### src/rtl/evt_irq_pkg.sv
package evt_irq_pkg;
  parameter int NSRC   = 4;
  parameter int DATA_W = 32;
  parameter int ADDR_W = 12;

  localparam logic [11:0] OFF_MASK = 12'h044;
  localparam logic [11:0] OFF_RAW  = 12'h04C;
  localparam logic [11:0] OFF_MIS  = 12'h054;
  localparam logic [11:0] OFF_SET  = 12'h05C;
  localparam logic [11:0] OFF_CLR  = 12'h064;
  localparam logic [11:0] OFF_MSET = 12'h06C;
  localparam logic [11:0] OFF_MCLR = 12'h074;

  typedef struct packed {
    logic mask_wr;
    logic set_wr;
    logic clr_wr;
    logic mset_wr;
    logic mclr_wr;
  } wr_strb_t;

  typedef enum logic [1:0] {RD_NONE, RD_MASK, RD_RAW, RD_MIS} rd_sel_e;
endpackage

### src/rtl/evt_irq_dec.sv
module evt_irq_dec
  import evt_irq_pkg::*;
#(
  parameter int AW = ADDR_W
) (
  input  logic [AW-1:0] addr_i,
  input  logic          we_i,
  input  logic          re_i,
  output wr_strb_t      strb_o,
  output rd_sel_e       sel_o
);
  always_comb begin
    strb_o.mask_wr = we_i && (addr_i == AW'(OFF_MASK));
    strb_o.set_wr  = we_i && (addr_i == AW'(OFF_SET));
    strb_o.clr_wr  = we_i && (addr_i == AW'(OFF_CLR));
    strb_o.mset_wr = we_i && (addr_i == AW'(OFF_MSET));
    strb_o.mclr_wr = we_i && (addr_i == AW'(OFF_MCLR));
  end

  always_comb begin
    sel_o = RD_NONE;
    if (re_i) begin
      if (addr_i == AW'(OFF_MASK))     sel_o = RD_MASK;
      else if (addr_i == AW'(OFF_RAW)) sel_o = RD_RAW;
      else if (addr_i == AW'(OFF_MIS)) sel_o = RD_MIS;
    end
  end
endmodule

### src/rtl/evt_irq_bank.sv
module evt_irq_bank #(
  parameter int N = 4
) (
  input  logic         clk_i,
  input  logic         rst_ni,
  input  logic [N-1:0] evt_i,
  input  logic [N-1:0] sset_i,
  input  logic [N-1:0] sclr_i,
  input  logic         mwr_i,
  input  logic [N-1:0] mwdata_i,
  input  logic [N-1:0] mset_i,
  input  logic [N-1:0] mclr_i,
  output logic [N-1:0] raw_o,
  output logic [N-1:0] mask_o
);
  logic [N-1:0] raw_q, mask_q;

  for (genvar g = 0; g < N; g++) begin : g_bit
    // set paths take priority over clear so no event is dropped
    always_ff @(posedge clk_i or negedge rst_ni) begin
      if (!rst_ni)                     raw_q[g] <= 1'b0;
      else if (evt_i[g] || sset_i[g])  raw_q[g] <= 1'b1;
      else if (sclr_i[g])              raw_q[g] <= 1'b0;
    end

    always_ff @(posedge clk_i or negedge rst_ni) begin
      if (!rst_ni)         mask_q[g] <= 1'b0;
      else if (mwr_i)      mask_q[g] <= mwdata_i[g];
      else if (mset_i[g])  mask_q[g] <= 1'b1;
      else if (mclr_i[g])  mask_q[g] <= 1'b0;
    end
  end

  assign raw_o  = raw_q;
  assign mask_o = mask_q;

  assert_set_wins_R8: assert property (@(posedge clk_i) disable iff (!rst_ni)
    (|(evt_i | sset_i)) |=> ((raw_q & $past(evt_i | sset_i)) == $past(evt_i | sset_i)));

  assert_clr_R5: assert property (@(posedge clk_i) disable iff (!rst_ni)
    (|(sclr_i & ~evt_i & ~sset_i)) |=> ((raw_q & $past(sclr_i & ~evt_i & ~sset_i)) == '0));

  assert_sticky_R2: assert property (@(posedge clk_i) disable iff (!rst_ni)
    (|(raw_q & ~sclr_i)) |=> ((raw_q & $past(raw_q & ~sclr_i)) == $past(raw_q & ~sclr_i)));

  assert_mask_alias_R6: assert property (@(posedge clk_i) disable iff (!rst_ni)
    (!mwr_i && |mset_i) |=> ((mask_q & $past(mset_i)) == $past(mset_i)));
endmodule

### src/rtl/evt_irq_agg.sv
module evt_irq_agg
  import evt_irq_pkg::*;
#(
  parameter int AW = ADDR_W,
  parameter int DW = DATA_W,
  parameter int N  = NSRC
) (
  input  logic          clk_i,
  input  logic          rst_ni,
  input  logic [AW-1:0] addr_i,
  input  logic          we_i,
  input  logic [DW-1:0] wdata_i,
  input  logic          re_i,
  output logic [DW-1:0] rdata_o,
  input  logic [N-1:0]  evt_i,
  output logic          irq_o
);
  wr_strb_t     strb;
  rd_sel_e      sel;
  logic [N-1:0] wbits, raw, mask, mis;
  logic         irq_q;
  logic         unused_wdata;

  assign wbits        = wdata_i[N-1:0];
  assign unused_wdata = ^wdata_i[DW-1:N];

  evt_irq_dec #(.AW(AW)) dec_i (
    .addr_i (addr_i),
    .we_i   (we_i),
    .re_i   (re_i),
    .strb_o (strb),
    .sel_o  (sel)
  );

  evt_irq_bank #(.N(N)) bank_i (
    .clk_i    (clk_i),
    .rst_ni   (rst_ni),
    .evt_i    (evt_i),
    .sset_i   (strb.set_wr  ? wbits : '0),
    .sclr_i   (strb.clr_wr  ? wbits : '0),
    .mwr_i    (strb.mask_wr),
    .mwdata_i (wbits),
    .mset_i   (strb.mset_wr ? wbits : '0),
    .mclr_i   (strb.mclr_wr ? wbits : '0),
    .raw_o    (raw),
    .mask_o   (mask)
  );

  assign mis = raw & mask;

  always_ff @(posedge clk_i or negedge rst_ni) begin
    if (!rst_ni) irq_q <= 1'b0;
    else         irq_q <= |mis;
  end
  assign irq_o = irq_q;

  always_comb begin
    rdata_o = '0;
    unique case (sel)
      RD_MASK: rdata_o[N-1:0] = mask;
      RD_RAW:  rdata_o[N-1:0] = raw;
      RD_MIS:  rdata_o[N-1:0] = mis;
      default: rdata_o = '0;
    endcase
  end

  assert_irq_lag_R9: assert property (@(posedge clk_i) disable iff (!rst_ni)
    1'b1 |=> (irq_o == $past(|(raw & mask))));

  assert_rsvd_zero_R3: assert property (@(posedge clk_i) disable iff (!rst_ni)
    rdata_o[DW-1:N] == '0);

  assert_quiet_R11: assert property (@(posedge clk_i) disable iff (!rst_ni)
    !re_i |-> (rdata_o == '0));
endmodule

### config.mk
export PLATFORM = sky130hd
export DESIGN_NAME = evt_irq_agg
export DESIGN_NICKNAME = d
export VERILOG_FILES = /design/src/rtl/evt_irq_pkg.sv /design/src/rtl/evt_irq_dec.sv /design/src/rtl/evt_irq_bank.sv /design/src/rtl/evt_irq_agg.sv
export SDC_FILE = /design/constraint.sdc
export NUM_CORES = 1
export LEC_CHECK = 0
export CORE_MARGIN = 5
export CORE_UTILIZATION = 40
export CTS_BUF_LIST = sky130_fd_sc_hd__clkbuf_8 sky130_fd_sc_hd__clkbuf_16
export DETAILED_ROUTE_END_ITERATION = 12
export DONT_BUFFER_PORTS = 1
export GPL_ROUTABILITY_DRIVEN = 0
export PLACE_DENSITY_LB_ADDON = 0.1
export SYNTH_ARGS = -nofsm -noshare
export SYNTH_HDL_FRONTEND = slang
export SYNTH_SLANG_ARGS = --single-unit
### constraint.sdc
create_clock -name clk_i -period 1.51 [get_ports clk_i]
set_input_delay 0.302 -clock clk_i [delete_from_list [all_inputs] [get_ports clk_i]]
set_output_delay 0.302 -clock clk_i [all_outputs]
set_load 0.01 [all_outputs]
==> results.ini <==
[hold_path]
hold_path.class=in2reg

[timing]
setup_ws_ns=0.00349
slew_viol_final=0
skew_ns=0.00327
fmax_mhz=664
period_share_pct=99.8
tns_ns=0
period_needed_ns=1.51
rsz0062_at_grt=true
holdWs_ns=0.177
setup_viol=0
hold_viol=0

[setup_path]
crit_fanout=4
worstSetupPathType=in2out
cp.arrival_ns=1.20
cp-start-kind=input pin
end_kind=output pin
critPathRequiredTime_ns=1.21

[placement]
placed_area_um2=779
numPortBuffers=0
pre_cts_ws_ns=-0.0792
dp_hpwl_um=1570

[clock_tree]
cts_tree=yes
max-clock-path-buffers=2
root_buffer=clkbuf_8
ctsHtreeMaxLevel=1
clkLatencyLatePin_ns=0.23
cts_buffers=3
cts.sinks=9
path_clk_slew_ns=0.05

[final_layout]
n_antenna_cell=0
stdcell_area_um2=870
nets=156
final_common_cell=conb_1
area_growth_pct=4.04
utilization_pct=43.9
final_cell_mix=28 x conb_1, 9 x nand2_1, 9 x dfrtp_1
drive_above_1_share_pct=18.4

[power_and_ir_drop]
power.density_nw_per_um2=712
peakVddDrop_mv=0.512
leakagePower_nw=0.375

[drt]
drt_wl_total_um=1910
vias=644
drc=0
firstDrtPassIters=4
ant_nets=0
avgViaCountPerCell=4.95
drt-wirelength-per-cell_um=14.7
drtIter0Drc=30

[outcome]
status=finished, final reports clean

[synthesis]
syn-cell-area_um2=836
ys_seq_elements=9
ys_seq_area_share_pct=26.9
avgSynthCellArea_um2=8.80
synth.top_cell.area_share_pct=26.9
syn_inst=95
synth.yosys.warnings=0
yosysUniqueCellTypes=25
ys_top_cells_by_area=dfrtp_1 27%, buf_4 25%, a221o_1 4.8%
synth_top_area_cell=dfrtp_1

[floorplan]
die_h_um=55.7
core-area_um2=1980
dieArea_um2=3100
row_count=16
start_util_pct=42.2
die_x_um=55.7
io_pins=85

[global_routing]
grt_pass1_wl_um=2950
grt_pass1_vias=616
grt_util_all_layers_pct=12.0
antenna_found_initial=0
grt_max_degree=11
grt_overflow_total=0

[run]
cap_viol_max_count=0

worst max-delay path, cell delays in order:
cell	delay, ns
nor4b_4	0.27
and3_4	0.22
nand3b_1	0.08
buf_4	0.17
nor2_2	0.16
per-stage QoR:
stage | cells | total power, W
2_1_floorplan | 122 | 0.000375
3_3_place_gp | 124 | 0.000325
3_5_place_dp | 124 | 0.000326
4_1_cts | 129 | 0.000622
5_1_grt | 130 | 0.000652
6_report | 130 | 0.000619
power by group:
| group | total (W) | switching, W | internal, W |
|---|---|---|---|
| Combinational | 0.0000829 | 0.0000554 | 0.0000275 |
| Sequential | 0.000251 | 0.00000446 | 0.000247 |
| Clock | 0.000285 | 0.000104 | 0.000181 |
| Total | 0.000619 | 0.000164 | 0.000455 |
path summary, 6_finish.rpt:
kind | startpoint | end | slack (ns) | cells past startpoint
max in group asynchronous | rst_ni | bank_i.raw_o[1] | 0.76 | 1
worst min register to register | bank_i.mask_o[3] | irq_o | 0.55 | 2
worst max register to register | bank_i.raw_o[2] | bank_i.raw_o[2] | 0.65 | 1
worst max-delay path | addr_i[7] | rdata_o[2] | 0.003 | 5
min in group asynchronous | rst_ni | bank_i.mask_o[3] | 0.44 | 1
worst min-delay path | evt_i[0] | bank_i.raw_o[0] | 0.18 | 1
layer usage:
layer  track usage, %  part of all wire, %  up-vias
li1                 -                    -      305
met3             6.73                   11        2
met1             14.7                   42      305
met5                0                    0        -
met2             18.6                   47       32
met4             2.08                 0.47        0
registers in the layout (all words and copies together), names as in the netlist:
signal         cells
bank_i.raw_o       4
irq_o              1
bank_i.mask_o      4
cell type report:
type / instances / area, µm²
timing repair buffer: 6 / 47.5
inverter: 5 / 18.8
tap: 27 / 33.8
fill: 203 / 1110
clock buffer: 3 / 41.3
multi-input combinational: 79 / 498
sequential: 9 / 225
clock inverter: 1 / 5.00
cell families after synthesis:
kind of cell / after synthesis / share of synthesized area [%]
xor+xnor: 1 / 1.05
flops: 9 / 26.9
buf+inv: 34 / 28.7
compound gates: 18 / 17.4
other cells: 1 / 0.449
simple gates: 32 / 25.4
Yosys cell counts:
cell type  instances
a221o_1            4
nand2_1            9
and4b_2            1
a2bb2oi_1          4
nor4bb_1           1
nand3_1            5
conb_1             1
dfrtp_1            9
nor2b_1            1
nor4b_1            1
o21ai_0            4
xnor2_1            1
nand3b_1           1
and4_1             2
o221ai_1           4
nor2_1             5
buf_6              1
and3_1             1
nor3b_2            1
buf_4             28
a22oi_1            2
inv_1              5
nor3b_4            1
nor4b_4            1
nand4_1            2
repair_timing:
action	CTS	global route
pin swaps	0	1
hold buffers	1	0
endpoints found under the setup margin	4	4
buffers inserted	0	1
resized for setup	2	5
hold endpoints to repair	9	0
Power figures use the tool's default switching activity.
